**src/rtl/fx_pkg.sv**
```systemverilog
package fx_pkg;

   localparam int OPC_W = 4;

   localparam logic [OPC_W-1:0] OP_NOP  = 4'h0;
   localparam logic [OPC_W-1:0] OP_JMP  = 4'h1;
   localparam logic [OPC_W-1:0] OP_TRAP = 4'h2;
   localparam logic [OPC_W-1:0] OP_RETI = 4'h3;
   localparam logic [OPC_W-1:0] OP_EI   = 4'h4;
   localparam logic [OPC_W-1:0] OP_DI   = 4'h5;

   typedef enum logic [3:0] {
      ST_FETCH,
      ST_LOAD,
      ST_EXEC,
      ST_BOUND,
      ST_SAVE,
      ST_IVEC_RD,
      ST_IVEC_LD,
      ST_TVEC_RD,
      ST_TVEC_LD,
      ST_RVEC_RD,
      ST_RVEC_LD,
      ST_STOP
   } fx_state_e;

   typedef struct packed {
      logic is_jmp;
      logic is_trap;
      logic is_reti;
      logic is_ei;
      logic is_di;
      logic trap_ok;
   } fx_dec_t;

endpackage

```
**src/rtl/fx_decode.sv**
```systemverilog
module fx_decode
   import fx_pkg::*;
#(
   parameter int DATA_W     = 16,
   parameter int ADDR_W     = 11,
   parameter int TRAP_COUNT = 8,
   localparam int ARG_W     = DATA_W - OPC_W,
   localparam int TIDX_W    = (TRAP_COUNT > 1) ? $clog2(TRAP_COUNT) : 1
)(
   input  logic [DATA_W-1:0] ir_i,
   output fx_dec_t           dec_o,
   output logic [ADDR_W-1:0] jump_tgt_o,
   output logic [TIDX_W-1:0] trap_idx_o
);

   logic [OPC_W-1:0] opc;
   logic [ARG_W-1:0] arg;
   logic             in_range;

   assign opc = ir_i[DATA_W-1 -: OPC_W];
   assign arg = ir_i[ARG_W-1:0];

   // Range check variant: skipped when the table spans every argument value
   generate
      if (TRAP_COUNT >= (1 << ARG_W)) begin : g_full_table
         assign in_range = 1'b1;
      end else begin : g_partial_table
         assign in_range = (arg < ARG_W'(TRAP_COUNT));
      end
   endgenerate

   always_comb begin
      dec_o         = '0;
      dec_o.is_jmp  = (opc == OP_JMP);
      dec_o.is_trap = (opc == OP_TRAP);
      dec_o.is_reti = (opc == OP_RETI);
      dec_o.is_ei   = (opc == OP_EI);
      dec_o.is_di   = (opc == OP_DI);
      dec_o.trap_ok = in_range;
   end

   assign jump_tgt_o = arg[ADDR_W-1:0];
   assign trap_idx_o = arg[TIDX_W-1:0];

endmodule

```
**src/rtl/fx_memport.sv**
```systemverilog
module fx_memport
   import fx_pkg::*;
#(
   parameter int DATA_W     = 16,
   parameter int ADDR_W     = 11,
   parameter int SAVE_ADDR  = 0,
   parameter int ISR_PTR    = 1,
   parameter int TRAP_BASE  = 1000,
   parameter int TRAP_COUNT = 8,
   localparam int TIDX_W    = (TRAP_COUNT > 1) ? $clog2(TRAP_COUNT) : 1
)(
   input  fx_state_e         state_i,
   input  logic [ADDR_W-1:0] pc_i,
   input  logic [TIDX_W-1:0] trap_idx_i,
   output logic [ADDR_W-1:0] addr_o,
   output logic [DATA_W-1:0] wdata_o,
   output logic              we_o
);

   localparam logic [ADDR_W-1:0] SAVE_A = ADDR_W'(SAVE_ADDR);
   localparam logic [ADDR_W-1:0] ISR_A  = ADDR_W'(ISR_PTR);
   localparam logic [ADDR_W-1:0] TBASE  = ADDR_W'(TRAP_BASE);

   always_comb begin
      addr_o  = pc_i;
      we_o    = 1'b0;
      wdata_o = DATA_W'(pc_i);
      unique case (state_i)
         ST_SAVE: begin
            addr_o = SAVE_A;
            we_o   = 1'b1;
         end
         ST_IVEC_RD: addr_o = ISR_A;
         ST_TVEC_RD: addr_o = TBASE + ADDR_W'(trap_idx_i);
         ST_RVEC_RD: addr_o = SAVE_A;
         default:    addr_o = pc_i;
      endcase
   end

endmodule

```
**src/rtl/fx_fsm.sv**
```systemverilog
module fx_fsm
   import fx_pkg::*;
#(
   parameter int DATA_W     = 16,
   parameter int ADDR_W     = 11,
   parameter int START_ADDR = 16
)(
   input  logic              clk,
   input  logic              rst_n,
   input  logic [DATA_W-1:0] rdata_i,
   input  logic              irq_i,
   input  logic              halt_i,
   input  fx_dec_t           dec_i,
   input  logic [ADDR_W-1:0] jump_tgt_i,
   output fx_state_e         state_o,
   output logic [DATA_W-1:0] ir_o,
   output logic [ADDR_W-1:0] pc_o,
   output logic              ie_o,
   output logic              sup_o,
   output logic              err_o,
   output logic              halted_o,
   output logic              retire_o
);

   localparam logic [ADDR_W-1:0] PC_RST = ADDR_W'(START_ADDR);

   fx_state_e         state_q, state_d;
   logic [ADDR_W-1:0] pc_q, pc_d, pc_inc;
   logic [DATA_W-1:0] ir_q;
   logic              ie_q, ie_d;
   logic              sup_q, sup_d;
   logic              err_q, err_d;
   logic              halt_q;

   assign pc_inc = pc_q + ADDR_W'(1);

   always_comb begin
      state_d = state_q;
      pc_d    = pc_q;
      ie_d    = ie_q;
      sup_d   = sup_q;
      err_d   = err_q;
      unique case (state_q)
         ST_FETCH: state_d = ST_LOAD;
         ST_LOAD:  state_d = ST_EXEC;
         ST_EXEC: begin
            state_d = ST_BOUND;
            pc_d    = pc_inc;
            if (dec_i.is_jmp) begin
               pc_d = jump_tgt_i;
            end else if (dec_i.is_trap) begin
               if (dec_i.trap_ok) begin
                  sup_d   = 1'b1;
                  pc_d    = pc_q;
                  state_d = ST_TVEC_RD;
               end else begin
                  err_d = 1'b1;
               end
            end else if (dec_i.is_reti) begin
               pc_d    = pc_q;
               state_d = ST_RVEC_RD;
            end else if (dec_i.is_ei) begin
               ie_d = 1'b1;
            end else if (dec_i.is_di) begin
               ie_d = 1'b0;
            end
         end
         ST_TVEC_RD: state_d = ST_TVEC_LD;
         ST_TVEC_LD: begin
            pc_d    = rdata_i[ADDR_W-1:0];
            state_d = ST_BOUND;
         end
         ST_RVEC_RD: state_d = ST_RVEC_LD;
         ST_RVEC_LD: begin
            pc_d    = rdata_i[ADDR_W-1:0];
            ie_d    = 1'b1;
            sup_d   = 1'b0;
            state_d = ST_BOUND;
         end
         ST_BOUND: begin
            if (halt_q) begin
               state_d = ST_STOP;
            end else if (irq_i && ie_q) begin
               ie_d    = 1'b0;
               state_d = ST_SAVE;
            end else begin
               state_d = ST_FETCH;
            end
         end
         ST_SAVE:    state_d = ST_IVEC_RD;
         ST_IVEC_RD: state_d = ST_IVEC_LD;
         ST_IVEC_LD: begin
            pc_d    = rdata_i[ADDR_W-1:0];
            state_d = ST_FETCH;
         end
         ST_STOP: state_d = ST_STOP;
         default: state_d = ST_FETCH;
      endcase
   end

   always_ff @(posedge clk or negedge rst_n) begin
      if (!rst_n) begin
         state_q <= ST_FETCH;
         pc_q    <= PC_RST;
         ir_q    <= '0;
         ie_q    <= 1'b0;
         sup_q   <= 1'b0;
         err_q   <= 1'b0;
         halt_q  <= 1'b0;
      end else begin
         state_q <= state_d;
         pc_q    <= pc_d;
         ie_q    <= ie_d;
         sup_q   <= sup_d;
         err_q   <= err_d;
         halt_q  <= halt_q | halt_i;
         if (state_q == ST_LOAD) begin
            ir_q <= rdata_i;
         end
      end
   end

   assign state_o  = state_q;
   assign ir_o     = ir_q;
   assign pc_o     = pc_q;
   assign ie_o     = ie_q;
   assign sup_o    = sup_q;
   assign err_o    = err_q;
   assign halted_o = (state_q == ST_STOP);
   assign retire_o = (state_q == ST_BOUND);

endmodule

```
**src/rtl/fx_sequencer.sv**
```systemverilog
module fx_sequencer
   import fx_pkg::*;
#(
   parameter int DATA_W     = 16,
   parameter int ADDR_W     = 11,
   parameter int START_ADDR = 16,
   parameter int SAVE_ADDR  = 0,
   parameter int ISR_PTR    = 1,
   parameter int TRAP_BASE  = 1000,
   parameter int TRAP_COUNT = 8,
   localparam int TIDX_W    = (TRAP_COUNT > 1) ? $clog2(TRAP_COUNT) : 1
)(
   input  logic              clk,
   input  logic              rst_n,
   output logic [ADDR_W-1:0] mem_addr_o,
   output logic [DATA_W-1:0] mem_wdata_o,
   output logic              mem_we_o,
   input  logic [DATA_W-1:0] mem_rdata_i,
   input  logic              irq_i,
   input  logic              halt_i,
   output logic [ADDR_W-1:0] pc_o,
   output logic              int_en_o,
   output logic              super_o,
   output logic              halted_o,
   output logic              retire_o,
   output logic              trap_err_o
);

   initial begin
      if (DATA_W - OPC_W < ADDR_W)
         $error("fx_sequencer: argument field narrower than the address");
      if (TRAP_BASE + TRAP_COUNT > (1 << ADDR_W))
         $error("fx_sequencer: trap table exceeds the address space");
      if (START_ADDR >= (1 << ADDR_W) || ISR_PTR >= (1 << ADDR_W))
         $error("fx_sequencer: fixed address out of range");
      if (TRAP_COUNT < 1)
         $error("fx_sequencer: trap table must hold at least one entry");
   end

   fx_state_e         state;
   logic [DATA_W-1:0] ir;
   fx_dec_t           dec;
   logic [ADDR_W-1:0] jump_tgt;
   logic [TIDX_W-1:0] trap_idx;

   fx_decode #(
      .DATA_W     (DATA_W),
      .ADDR_W     (ADDR_W),
      .TRAP_COUNT (TRAP_COUNT)
   ) u_decode (
      .ir_i       (ir),
      .dec_o      (dec),
      .jump_tgt_o (jump_tgt),
      .trap_idx_o (trap_idx)
   );

   fx_fsm #(
      .DATA_W     (DATA_W),
      .ADDR_W     (ADDR_W),
      .START_ADDR (START_ADDR)
   ) u_fsm (
      .clk        (clk),
      .rst_n      (rst_n),
      .rdata_i    (mem_rdata_i),
      .irq_i      (irq_i),
      .halt_i     (halt_i),
      .dec_i      (dec),
      .jump_tgt_i (jump_tgt),
      .state_o    (state),
      .ir_o       (ir),
      .pc_o       (pc_o),
      .ie_o       (int_en_o),
      .sup_o      (super_o),
      .err_o      (trap_err_o),
      .halted_o   (halted_o),
      .retire_o   (retire_o)
   );

   fx_memport #(
      .DATA_W     (DATA_W),
      .ADDR_W     (ADDR_W),
      .SAVE_ADDR  (SAVE_ADDR),
      .ISR_PTR    (ISR_PTR),
      .TRAP_BASE  (TRAP_BASE),
      .TRAP_COUNT (TRAP_COUNT)
   ) u_memport (
      .state_i    (state),
      .pc_i       (pc_o),
      .trap_idx_i (trap_idx),
      .addr_o     (mem_addr_o),
      .wdata_o    (mem_wdata_o),
      .we_o       (mem_we_o)
   );

endmodule

```
**config.mk**
```make
export PLATFORM = sky130hd
export DESIGN_NAME = fx_sequencer
export DESIGN_NICKNAME = d
export VERILOG_FILES = /design/src/rtl/fx_pkg.sv /design/src/rtl/fx_decode.sv /design/src/rtl/fx_memport.sv /design/src/rtl/fx_fsm.sv /design/src/rtl/fx_sequencer.sv
export SDC_FILE = /design/constraint.sdc
export NUM_CORES = 1
export LEC_CHECK = 0
export BUFFER_PORTS_ARGS = -buffer_cell sky130_fd_sc_hd__buf_4
export CELL_PAD_IN_SITES_DETAIL_PLACEMENT = 2
export CELL_PAD_IN_SITES_GLOBAL_PLACEMENT = 2
export CORE_MARGIN = 3
export CORE_UTILIZATION = 30
export CTS_CLUSTER_DIAMETER = 200
export CTS_CLUSTER_SIZE = 40
export DETAILED_ROUTE_END_ITERATION = 10
export PLACE_DENSITY_LB_ADDON = 0.1
export SYNTH_ARGS = -nofsm -noshare
export SYNTH_HDL_FRONTEND = slang
export SYNTH_SLANG_ARGS = --single-unit
```
**constraint.sdc**
```tcl
create_clock -name clk -period 2.8 [get_ports clk]
set_input_delay 0.42 -clock clk [delete_from_list [all_inputs] [get_ports clk]]
set_output_delay 0.42 -clock clk [all_outputs]
set_load 0.02 [all_outputs]
```
Word level (Yosys, flattened, before mapping)
Cells that the tools add are included.
{ "word_totals": {"word_cells": 77, "in_bits": 20, "register_bits": 35, "out_inout_bits": 44} }
{ "classes": {"bitwise": 3, "n_mux": 26, "n_eq_ne": 26, "reduce_logical": 12, "magnitude_cmp": 1, "n_addsub": 2} }
{ "op_table": {"columns": ["op", "count"], "rows": [
  ["2-to-1 mux 11 bit", 4],
  ["one-hot mux 4 bit (10 select lines)", 1],
  ["one-hot mux 11 bit (3 select lines)", 1],
  ["== test 4 x 3 -> 1 bit (second input constant)", 6],
  ["one-hot mux 11 bit (2 select lines)", 1],
  ["== test 4 x 2 -> 1 bit (second input constant)", 4],
  ["== test 4 bit (second input constant)", 4],
  ["2-to-1 mux 4 bit", 4],
  ["< comparator 12 x 4 -> 1 bit (second input constant)", 1],
  ["!= test 2 bit (second input constant)", 6],
  ["adder 10 x 3 -> 11 bit (first input constant)", 1],
  ["adder 11 x 1 -> 11 bit (second input constant)", 1],
  ["2-to-1 mux 1 bit", 11],
  ["== test 4 x 1 -> 1 bit (second input constant)", 2],
  ["!= test 4 bit (second input constant)", 2],
  ["AND reduction 4 bit", 2],
  ["AND reduction 7 bit", 1],
  ["2-to-1 mux 3 bit", 2],
  ["zero test 4 bit", 1],
  ["nonzero test 2 bit", 2],
  ["OR reduction 2 bit", 2],
  ["!= test 3 bit (second input constant)", 1],
  ["one-hot mux 1 bit (3 select lines)", 1],
  ["AND reduction 3 bit", 1],
  ["7 further kinds", 8]
]} }

Longest topological paths before layout
Gate-level depths: netlist of the first run.
{ "depth": {"depth_word": 7, "ltp_mapped": 7, "depth_no_buf": 6} }

By module
From an unflattened synthesis of the first run, not the netlist that was laid out.
{ "hier_totals": {"hier_cells": 268, "hier_area_um2": 2423.6} }
{ "modules_own_cells": {"columns": ["mod", "area_per_inst_um2", "instances", "seq_area_each_um2", "cells_each"], "rows": [
  ["fx_fsm", 1925.6, 1, 877.1, 191],
  ["fx_memport", 310.3, 1, 0.0, 52],
  ["fx_decode", 187.7, 1, 0.0, 25]
]} }

Worst setup path before layout of the first run
OpenSTA, ideal clock, no wires.
{ "synth_path": {"path_type": "register to output", "startpoint": "register u_fsm.state_q[0] (netlist: u_fsm.state_o[0])", "endpoint": "output mem_addr_o[0]", "path_stages_with_launch": 6, "path_slack_ns": 0.920, "path_buffers": 2, "t_arrival_ns": 1.460, "t_required_ns": 2.380, "cell_sequence": "dfrtp_1 -> buf_2 -> nor2b_1 -> clkbuf_1 -> nor2_1 -> nor3_1"} }
{ "synth_between": {"elab_chain_cells": 3, "word_cells_on_any_way": 6, "classes_between": "eq/ne: 4; mux: 1; reduce/logical: 1"} }
{ "synth_lines": {"columns": ["element", "line_no", "source"], "rows": [
  ["start, declared", "fx_fsm.sv:27", "fx_state_e state_q, state_d;"],
  ["start signal, assigned", "fx_fsm.sv:111", "state_q <= state_d;"],
  ["== test 4 bit or == test 4 x 3 -> 1 bit (tied branches)", "fx_memport.sv:28", "unique case (state_i)"],
  ["OR reduction 2 bit (no line)", null, null],
  ["one-hot mux 11 bit (3 select lines) *", "fx_memport.sv:28", null],
  ["end, declared", "fx_sequencer.sv:15", "output logic [ADDR_W-1:0] mem_addr_o,"]
]} }
Every way passes the cells marked *; elsewhere a longest branch is shown, timed or not.

Worst setup path after layout of the first run
{ "layout_path": {"startpoint": "register u_fsm.state_q[2] (netlist: u_fsm.state_o[2])", "endpoint": "output mem_addr_o[3]"} }
The elaborated chain is that of the path after synthesis.

==> metrics.yaml, run 1 <==
cts:
  clk_pin_slew_ns: 0.08
  numCtsBuffers: 5
  cts_max_level: 2
  hold_buffers: 0
  root_buffer: "clkbuf_8"
  cts_tree: "yes"
  cts.sinks: 35
  cts_resized: 0
  clock_latency_ns: 0.29
  cts_buffer_depth: 2
  post-cts-setup-buffers: 0
final_layout:
  most-common-layout-cells: "buf_4 (60), nor2_1 (46), dfrtp_1 (34)"
  n_antenna_cell: 0
  layout.cells.most_common: "buf_4"
  n_fill_cell: 862
  drive_gt1_share_pct: 31.56
  multi_input_area_sq_mm: 0.001204
  syn_to_final_growth_pct: 20.86
  seqCellArea_sq_um: 877.1
  final_cells: 400
  nets: 321
synthesis:
  syn_area_sq_mm: 0.002267
  synth_edf_count: 0
  synth_top_family_by_area: "simple AND/OR/NAND/NOR gates"
  avgSynthCellArea_sq_um: 8.686
  ys_async_sr_fraction_pct: 100.0
  syn_inst: 261
  muxShareOfSynthArea_pct: 8.389
  synth-simple-area-share_pct: 24.06
  synth.distinct_cells: 47
  synth-xor-area-share_pct: 3.477
  yosysSeqAreaShare_pct: 38.69
  synth-compound-area-share_pct: 15.67
  synthAdderAreaFrac_pct: 0.5519
  synthFlopType: "dfrtp_1"
  yosys_warnings: 0
  ys_seq_elements: 35
placement:
  portBuffers: 58
  gp_congestion: 0.7029
  hpwl_mm: 5.125
  post-place-cells: 392
setup_path:
  cpPeakStageDelay_ns: 0.77
  cp.arrival_ns: 2.14
  crit_chain: "nand2b_1 > nor2_1 > nor3_1 > buf_4"
  reg2reg_from: "u_fsm.state_o[2]$_DFF_PN0_"
  cpMaxStageDelayCell: "dfrtp_1"
  critical_path.endpoint_type: "primary output"
  critPathLaunchType: "flop"
  rrSetupSlack_ns: 0.53
  r2r-end: "u_fsm.pc_o[5]$_DFFE_PN0P_"
  worstSetupEndpoint: "mem_addr_o[3]"
  worstRegToRegCells: 6
  criticalPathCategory: "flop to primary output"
  critPathMaxFanout: 22
  cp.required_ns: 2.38
  cp-startpoint: "u_fsm.state_o[2]$_DFF_PN0_"
timing:
  post-route-min-period_ns: 2.560
  grt_setup_unrepaired: "no"
  fin_setup_tns_ns: 0
  hold_viol_final: 0
  maxClockFrequency_mhz: 390.6
  slew_viol_final: 0
  relSlewSlack_pct: 55.80
  setup_violations: 0
  fin_crit_sh_pct: 91.43
  max_slew.worst_pin.slew_ns: 0.6630
  finClkSkew_ns: 0.01217
grt:
  grt_pass1_wl_mm: 11.86
  grt_use_total_pct: 17.30
  gr-total-overflow: 0
  grt_pass1_vias: 2237
  grt_start_max_net_pins: 36
  antenna_found_initial: 0
worst_hold_path:
  hold_path.class: "input pin to asynchronous set/reset pin"
floorplan:
  fp.dieW_um: 92.93
  ios: 64
  die-area_sq_mm: 0.008636
  placementRows: 31
  start_util_pct: 31.09
  die_h_um: 92.93
  core_sq_mm: 0.007292
routing:
  drtAntennaViolNets: 0
  routed_wl_mm: 6.944
  route.detailed.drc: 0
  first_iter_violations: 60
  num_vias: 2043
  via_per_inst: 5.108
  routedWlPerCell_um: 17.36
  dr.pass1.iters: 4
pwr:
  power.density_mw_per_mm2: 477.6
  cellLeakagePower_nw: 1.192
  peakVddDrop_mv: 0.2833
status:
  status: "completed"
job:
  cap_viol_max_count: 0
-- registers in the layout, indices dropped and copies added, names as in the netlist --
signal and count:
u_fsm.sup_o 1, u_fsm.pc_o 11, u_fsm.err_o 1, u_fsm.ie_o 1
u_fsm.ir_o 16, u_fsm.halt_q 1, u_fsm.state_o 4
-- worst max-delay path, delay by kind of cell (launching register included) --
family,cells,cell delay [ns]
simple gates,3,0.88
flops,1,0.77
buf+inv,1,0.18
-- synthesized netlist by cell type, drive strengths merged (2+ instances only) --
master  number  area, sq um
and2         3        18.77
nor2        47        183.9
nand4        3        18.77
a211oi       6        45.04
nand3        6        30.03
o21ai        8        40.04
buf         28        185.2
clkbuf       4        15.01
a21oi       19        95.09
dfrtp       34        850.8
a211o        4        35.03
o22ai        3        25.02
nand2b       6        37.54
xnor2        7        61.31
nand2       18        67.56
mux2        16        180.2
nor2b        4        25.02
a31oi        4        25.02
nor3        16        80.08
or4b         2        27.53
xor2         2        17.52
-- metal layers --
| layer | global-route usage, % | vias to the layer above | routed length, um |
|---|---|---|---|
| met1 | 23.24 | 1016 | 3263 |
| li1 | - | 978 | - |
| met3 | 3.574 | 5 | 330 |
| met5 | 0 | - | 0 |
| met4 | 4.029 | 0 | 66 |
| met2 | 28.49 | 44 | 3284 |
-- worst min path at each step --
| stage | from | to | slack [ns] | depth (start not counted) |
|---|---|---|---|---|
| floorplan | rst_n | u_fsm.err_o$_DFFE_PN0P_ | 0.12 | 0 |
| global placement | rst_n | u_fsm.pc_o[2]$_DFFE_PN0P_ | 0.43 | 1 |
| detailed placement | rst_n | u_fsm.pc_o[2]$_DFFE_PN0P_ | 0.42 | 1 |
| CTS | rst_n | u_fsm.ir_o[5]$_DFFE_PN0P_ | 0.1 | 1 |
| global route | rst_n | u_fsm.ir_o[5]$_DFFE_PN0P_ | 0.12 | 1 |
| finish | rst_n | u_fsm.ir_o[1]$_DFFE_PN0P_ | 0.09 | 1 |
-- layout make-up --
| cell class | count | area share, % |
|---|---|---|
| timing repair buffer | 60 | 16.44 |
| tap | 99 | 4.521 |
| multi-input combinational | 197 | 43.93 |
| inverter | 1 | 0.1370 |
| clock inverter | 1 | 0.1826 |
| clock buffer | 7 | 2.785 |
| sequential | 35 | 32.01 |
-- kinds of logic (layout without fill, tap and decap cells) --
kind of cell,after synthesis,count (layout)
XOR/XNOR,9,9
AND/OR/NAND/NOR,111,111
adder cells (fa/ha/maj),1,1
AO/OA/AOI/OAI,54,54
multiplexers,17,17
other,1,5
buffers and inverters,33,69
flip-flops,35,35
-- where the power goes --
part	switching (mW)	total [mW]	internal, mW
logic	0.178	0.336	0.157
registers	0.0679	0.611	0.543
clock network	0.187	0.362	0.175
total	0.433	1.31	0.876
-- per-stage QoR --
stage	power, mW	cell area (sq um)	hold slack [ns]	util [%]	worst slack, ns
after detailed placement	0.9623	2656	0.4225	36.43	0.4549
final	1.309	2740	0.09384	37.58	0.2400
after global placement	0.9534	2656	0.4323	36.43	0.5078
after CTS	1.332	2738	0.09588	37.54	0.1176
after global routing	1.391	2740	0.1152	37.58	0.01005
after floorplan	0.8262	2282	0.1244	-	0.9196
No activity file was read; power rests on OpenSTA's default activity.
==> inputs of run 2 (changes only) <==
--- a/config.mk
+++ b/config.mk
@@ -5,7 +5,7 @@
 export SDC_FILE = /design/constraint.sdc
 export NUM_CORES = 1
 export LEC_CHECK = 0
-export BUFFER_PORTS_ARGS = -buffer_cell sky130_fd_sc_hd__buf_4
+export BUFFER_PORTS_ARGS = -buffer_cell sky130_fd_sc_hd__clkbuf_2
 export CELL_PAD_IN_SITES_DETAIL_PLACEMENT = 2
 export CELL_PAD_IN_SITES_GLOBAL_PLACEMENT = 2
 export CORE_MARGIN = 3
@@ -16,4 +16,5 @@
 export PLACE_DENSITY_LB_ADDON = 0.1
 export SYNTH_ARGS = -nofsm -noshare
 export SYNTH_HDL_FRONTEND = slang
+export SYNTH_HIERARCHICAL = 1
 export SYNTH_SLANG_ARGS = --single-unit
==> run 2 against run 1 <==
Count of clock-buffer cells in the layout rose by 1; sequential share of layout area rose by 0.49 points; cell area is 1.5% lower; critical path type is now flop to flop.
==> metrics.yaml, run 2 <==
final_layout:
  largest_reg_flops: 16  # unchanged
  n_antenna_cell: 0  # unchanged
  multi_input_area_sq_mm: 0.001236  # +2.7%
  drive_gt1_share_pct: 34.33  # +2.8 points
  seqCellArea_sq_um: 877.1  # unchanged
  final_cells: 402  # +0.50%
  nets: 320  # -0.31%
  n_fill_cell: 915  # +6.1%
  most-common-layout-cells: "clkbuf_2 (58), dfrtp_1 (34), nor2_1 (23)"
  syn_to_final_growth_pct: 11.36
  layout.cells.most_common: "clkbuf_2"
routing:
  routedWlPerCell_um: 17.39  # +0.16%
  routed_wl_mm: 6.990  # +0.66%
  first_iter_violations: 65  # +8.3%
  drtAntennaViolNets: 0  # unchanged
  num_vias: 2090  # +2.3%
  route.detailed.drc: 0  # unchanged
  via_per_inst: 5.199  # +1.8%
  dr.pass1.iters: 4  # unchanged
floorplan:
  ios: 64  # unchanged
  die_h_um: 95.88  # +3.2%
  core_sq_mm: 0.007767  # +6.5%
  start_util_pct: 31.20  # +0.11 points
  die-area_sq_mm: 0.009193  # +6.4%
  fp.dieW_um: 95.88  # +3.2%
  placementRows: 32  # +3.2%
timing:
  setup_violations: 0  # unchanged
  post-route-min-period_ns: 2.461  # -0.09856 ns
  grt_setup_unrepaired: "no"
  hold_viol_final: 0  # unchanged
  slew_viol_final: 0  # unchanged
  relSlewSlack_pct: 36.98  # -19 points
  fin_crit_sh_pct: 87.91  # -3.5 points
  max_slew.worst_pin.slew_ns: 0.9454  # +0.2824 ns
  fin_setup_tns_ns: 0  # unchanged
  finClkSkew_ns: 0.004605  # -0.007565 ns
  maxClockFrequency_mhz: 406.3  # +4.0%
synthesis:
  ys_async_sr_fraction_pct: 100.0  # unchanged
  synth.distinct_cells: 56  # +19%
  yosys-top-cells-area: "dfrtp_1 (35%), buf_4 (9.6%), mux2_2 (8.8%)"
  syn_area_sq_mm: 0.002424  # +6.9%
  syn_inst: 268  # +2.7%
  ys_seq_elements: 35  # unchanged
  synthTopCellsByCount: "dfrtp_1 (34), buf_4 (31), nor2_1 (23), mux2_2 (19), nand2_1 (19)"
  avgSynthCellArea_sq_um: 9.043  # +4.1%
  yosysTopAreaCellShare_pct: 35.11  # -2.4 points
  yosys_warnings: 6  # +6
  yosysSeqAreaShare_pct: 36.19  # -2.5 points
  synth_edf_count: 0  # unchanged
  yosysTopAreaCell: "dfrtp_1"
  yosysMostFrequentCell: "dfrtp_1"
  synthFlopType: "dfrtp_1"
setup_path:
  cpPeakStageDelay_ns: 0.54  # -0.23 ns
  worstRegToRegCells: 6  # unchanged
  crit_chain: "or4_4 > nor4_2 > nand2_1 > a2111o_1 > and2_4 > a221o_1"
  critPathLaunchType: "flop"
  critPathMaxFanout: 11  # -50%
  critical_path.endpoint_type: "flop"
  cp.arrival_ns: 2.64  # +0.50 ns
  cp.required_ns: 2.98  # +0.60 ns
  criticalPathCategory: "flop to flop"
  cpMaxStageDelayCell: "or4_4"
cts:
  post-cts-setup-buffers: 0  # unchanged
  numCtsBuffers: 5  # unchanged
  cts_buffer_depth: 2  # unchanged
  cts_tree: "yes"
  cts_resized: 0  # unchanged
  hold_buffers: 0  # unchanged
  clock_latency_ns: 0.29  # about the same
  cts.sinks: 35  # unchanged
  root_buffer: "clkbuf_8"
  cts_max_level: 2  # unchanged
  clk_pin_slew_ns: 0.08  # about the same
grt:
  grt_use_total_pct: 15.94  # -1.4 points
  grt_pass1_wl_mm: 11.30  # -4.8%
  antenna_found_initial: 0  # unchanged
  grt_pass1_vias: 2089  # -6.6%
  grt_start_max_net_pins: 36  # unchanged
  gr-total-overflow: 0  # unchanged
placement:
  portBuffers: 58  # unchanged
  gp_congestion: 0.7188  # +2.3%
  post-place-cells: 394  # +0.51%
  hpwl_mm: 5.127  # about the same
pwr:
  cellLeakagePower_nw: 1.168  # -2.0%
  power.density_mw_per_mm2: 517.6  # +8.4%
  peakVddDrop_mv: 0.1400  # -51%
job:
  cap_viol_max_count: 0  # unchanged
worst_hold_path:
  hold_path.class: "input pin to asynchronous set/reset pin"
status:
  status: "completed"
[run 2: cell count changes in the layout (fill, tap and decap cells not counted), moves of 5 or more]
cell	change
inv_1	+5
o31a_1	+5
buf_4	-54
nor2_1	-23
a211oi_1	-5
nand2b_1	+9
nor3_1	-12
a21oi_1	-6
clkbuf_2	+58
[run 2: final timing paths]
check                                              to  slack (ns)                        from
max in group asynchronous  u_fsm/ir_o[13]$_DFFE_PN0N_        1.95                       rst_n
setup / recovery            u_fsm/pc_o[0]$_DFFE_PN0P_        0.34   u_fsm/ir_o[8]$_DFFE_PN0N_
hold reg to reg            u_fsm/ir_o[11]$_DFFE_PN0N_        0.52  u_fsm/ir_o[11]$_DFFE_PN0N_
setup reg to reg            u_fsm/pc_o[0]$_DFFE_PN0P_        0.34   u_fsm/ir_o[8]$_DFFE_PN0N_
min in group clk               u_fsm/halt_q$_DFF_PN0_        0.32                      halt_i
hold / removal              u_fsm/pc_o[9]$_DFFE_PN0P_        0.26                       rst_n
[run 2: final cells by class]
type / count / area share (%)
sequential: 35 / 32.50
tap: 102 / 4.729
multi-input combinational: 187 / 45.80
inverter: 6 / 0.8345
clock buffer: 8 / 3.709
timing repair buffer: 64 / 12.42
[run 2: critical path, delay by kind of cell, from the launching register on]
| kind | cells | cell delay, ns |
|---|---|---|
| flops | 1 | 0.40 |
| simple gates | 4 | 1.20 |
| compound gates | 2 | 0.75 |
[run 2: cells by family after synthesis]
logic type               count (synthesis)  synth area share [%]
multiplexers                            19                 8.828
buffers and inverters                   50                 13.63
other                                    1                0.1547
adder cells (fa/ha/maj)                  1                0.5162
AO/OA/AOI/OAI                           62                 17.55
flip-flops                              35                 36.19
AND/OR/NAND/NOR                         97                 22.04
XOR/XNOR                                 3                 1.084
[run 2: where the power goes]
group	switching (mW)	internal, mW
sequential	0.0661	0.545
combinational	0.218	0.148
clock	0.195	0.225
total	0.479	0.918
[run 2: routing by layer]
layer / routed length [um] / vias to the layer above / track usage, % / share of wire (%)
met5: 0 / - / 0 / 0
met4: 80 / 0 / 4.621 / 1.1
met3: 376 / 7 / 2.815 / 5.4
met2: 3140 / 53 / 25.07 / 45
met1: 3393 / 1039 / 22.33 / 49
li1: - / 991 / - / -
[run 2: through the flow]
stage / util, % / total power, mW / instance area (sq um) / hold slack, ns / worst slack (ns)
after detailed placement: 33.46 / 0.9949 / 2599 / 0.5027 / 0.3475
after global routing: 34.75 / 1.488 / 2699 / 0.3238 / 0.2188
after floorplan: - / 0.8991 / 2439 / 0.1244 / 0.2734
after global placement: 33.46 / 0.9861 / 2599 / 0.4944 / 0.4390
after CTS: 34.75 / 1.418 / 2699 / 0.2995 / 0.3115
final: 34.75 / 1.397 / 2699 / 0.2587 / 0.3386
==> inputs of run 3 (changes only) <==
--- a/config.mk
+++ b/config.mk
@@ -13,6 +13,7 @@
 export CTS_CLUSTER_DIAMETER = 200
 export CTS_CLUSTER_SIZE = 40
 export DETAILED_ROUTE_END_ITERATION = 10
+export MAX_ROUTING_LAYER = met4
 export PLACE_DENSITY_LB_ADDON = 0.1
 export SYNTH_ARGS = -nofsm -noshare
 export SYNTH_HDL_FRONTEND = slang
==> run 3 against run 2 <==
Fmax down 0.23%; die area unchanged; via count down 0.81%; first-iteration DRC count up 9.2%; count of clock-buffer cells in the layout unchanged; global-route usage up 0.44 points; sequential share of layout area unchanged; register-to-register slack about the same; combinational power about the same.
==> metrics.yaml, run 3 (synthesis results as in run 2) <==
floorplan:
  start_util_pct: 31.20  # unchanged
  die_h_um: 95.88  # unchanged
  fp.dieW_um: 95.88  # unchanged
  core_sq_mm: 0.007767  # unchanged
  placementRows: 32  # unchanged
  ios: 64  # unchanged
  die-area_sq_mm: 0.009193  # unchanged
grt:
  gr-total-overflow: 0  # unchanged
  antenna_found_initial: 0  # unchanged
  grt_pass1_wl_mm: 11.28  # -0.12%
  grt_use_total_pct: 16.37  # +0.44 points
  grt_pass1_vias: 2096  # +0.34%
  grt_start_max_net_pins: 36  # unchanged
setup_path:
  cpPeakStageDelay_ns: 0.54  # about the same
  worstRegToRegCells: 6  # unchanged
  cpMaxStageDelayCell: "or4_4"
  cp.arrival_ns: 2.64  # about the same
  reg2reg_from: "u_fsm/ir_o[8]$_DFFE_PN0N_"
  r2r-end: "u_fsm/pc_o[0]$_DFFE_PN0P_"
  path_buf_inv: 0  # unchanged
  rrSetupSlack_ns: 0.33  # about the same
  critPathMaxFanout: 11  # unchanged
  criticalPathCategory: "flop to flop"
  cp_num_cells: 6  # unchanged
  cp.required_ns: 2.98  # about the same
  crit_chain: "or4_4 > nor4_2 > nand2_1 > a2111o_1 > and2_4 > a221o_1"
  critPathLaunchType: "flop"
  cpLargestDelayFamily: "simple AND/OR/NAND/NOR gates"
  critical_path.endpoint_type: "flop"
placement:
  post-place-cells: 394  # unchanged
  hpwl_mm: 5.127  # unchanged
  pre_cts_ws_ns: 0.3475  # unchanged
  portBuffers: 58  # unchanged
  gp_congestion: 0.7272  # +1.2%
routing:
  route.detailed.drc: 0  # unchanged
  first_iter_violations: 71  # +9.2%
  drtAntennaViolNets: 0  # unchanged
  via_per_inst: 5.157  # -0.81%
  routedWlPerCell_um: 17.39  # unchanged
  dr.pass1.iters: 4  # unchanged
  num_vias: 2073  # -0.81%
  routed_wl_mm: 6.990  # unchanged
timing:
  slew_viol_final: 0  # unchanged
  maxClockFrequency_mhz: 405.3  # -0.23%
  setup_slack_ns: 0.3329  # -0.005719 ns
  setup_violations: 0  # unchanged
  finClkSkew_ns: 0.004580  # -0.00002506 ns
  fin_crit_sh_pct: 88.11  # +0.20 points
  post-route-min-period_ns: 2.467  # +0.005719 ns
  grt_setup_unrepaired: "no"
  fin_setup_tns_ns: 0  # unchanged
  max_slew.worst_pin.slew_ns: 0.9465  # +0.001101 ns
  relSlewSlack_pct: 36.90  # -0.073 points
  hold_viol_final: 0  # unchanged
final_layout:
  nets: 320  # unchanged
  drive_gt1_share_pct: 34.33  # unchanged
  final_cells: 402  # unchanged
  n_antenna_cell: 0  # unchanged
  most-common-layout-cells: "clkbuf_2 (58), dfrtp_1 (34), nor2_1 (23)"
  layout.cells.most_common: "clkbuf_2"
  syn_to_final_growth_pct: 11.36  # unchanged
  largest_reg_flops: 16  # unchanged
cts:
  hold_buffers: 0  # unchanged
  cts_tree: "yes"
  cts.sinks: 35  # unchanged
  numCtsBuffers: 5  # unchanged
  cts_max_level: 2  # unchanged
  clock_latency_ns: 0.29  # about the same
  cts_resized: 0  # unchanged
  clk_pin_slew_ns: 0.08  # about the same
  root_buffer: "clkbuf_8"
  post-cts-setup-buffers: 0  # unchanged
  cts_buffer_depth: 2  # unchanged
pwr:
  cellLeakagePower_nw: 1.168  # unchanged
  peakVddDrop_mv: 0.1398  # -0.18%
  p_total_mw: 1.397  # about the same
  power.density_mw_per_mm2: 517.8  # about the same
job:
  cap_viol_max_count: 0  # unchanged
status:
  status: "completed"
worst_hold_path:
  hold_path.class: "input pin to asynchronous set/reset pin"
run 3: layer usage:
| layer | wire length [um] | global-route usage (%) | part of all wire [%] |
|---|---|---|---|
| met1 | 3418 | 22.18 | 49 |
| met2 | 3172 | 25.25 | 45 |
| met3 | 326 | 2.737 | 4.7 |
| met4 | 73 | 4.621 | 1.0 |
| met5 | 0 | - | 0 |
run 3: worst max path at each step:
stage	startpoint	endpoint	slack [ns]
2_1_floorplan	u_fsm/ir_o[8]$_DFFE_PN0N_	u_fsm/pc_o[0]$_DFFE_PN0P_	0.27
3_3_place_gp	u_fsm/ir_o[8]$_DFFE_PN0N_	u_fsm/pc_o[0]$_DFFE_PN0P_	0.44
3_5_place_dp	u_fsm/ir_o[8]$_DFFE_PN0N_	u_fsm/pc_o[0]$_DFFE_PN0P_	0.35
4_1_cts	u_fsm/ir_o[8]$_DFFE_PN0N_	u_fsm/pc_o[0]$_DFFE_PN0P_	0.31
5_1_grt	u_fsm/state_o[2]$_DFF_PN0_	mem_addr_o[7]	0.22
6_report	u_fsm/ir_o[8]$_DFFE_PN0N_	u_fsm/pc_o[0]$_DFFE_PN0P_	0.33
run 3: worst reg2reg max path: stages (launching register included):
cell      delay [ns]
dfrtp_1         0.40
or4_4           0.54
nor4_2          0.36
nand2_1         0.11
a2111o_1        0.43
and2_4          0.19
a221o_1         0.32
run 3: cell type report:
class,count,area (sq um)
Fill cell,915,5069
Multi-Input combinational cell,187,1236
Sequential cell,35,877.1
Timing Repair Buffer,64,335.3
Tap cell,102,127.6
Clock buffer,8,100.1
Inverter,6,22.52
run 3: stage by stage:
stage	instance area (sq um)	hold WS, ns	util (%)
after floorplan	2439	0.1244	-
after global routing	2699	0.3238	34.75
final	2699	0.2592	34.75
after CTS	2699	0.2995	34.75
after global placement	2599	0.4944	33.46
after detailed placement	2599	0.5027	33.46
run 3: where the power goes:
group	switching [mW]	internal (mW)
Combinational	0.218	0.148
Clock	0.195	0.225
Sequential	0.0661	0.545
Total	0.479	0.918
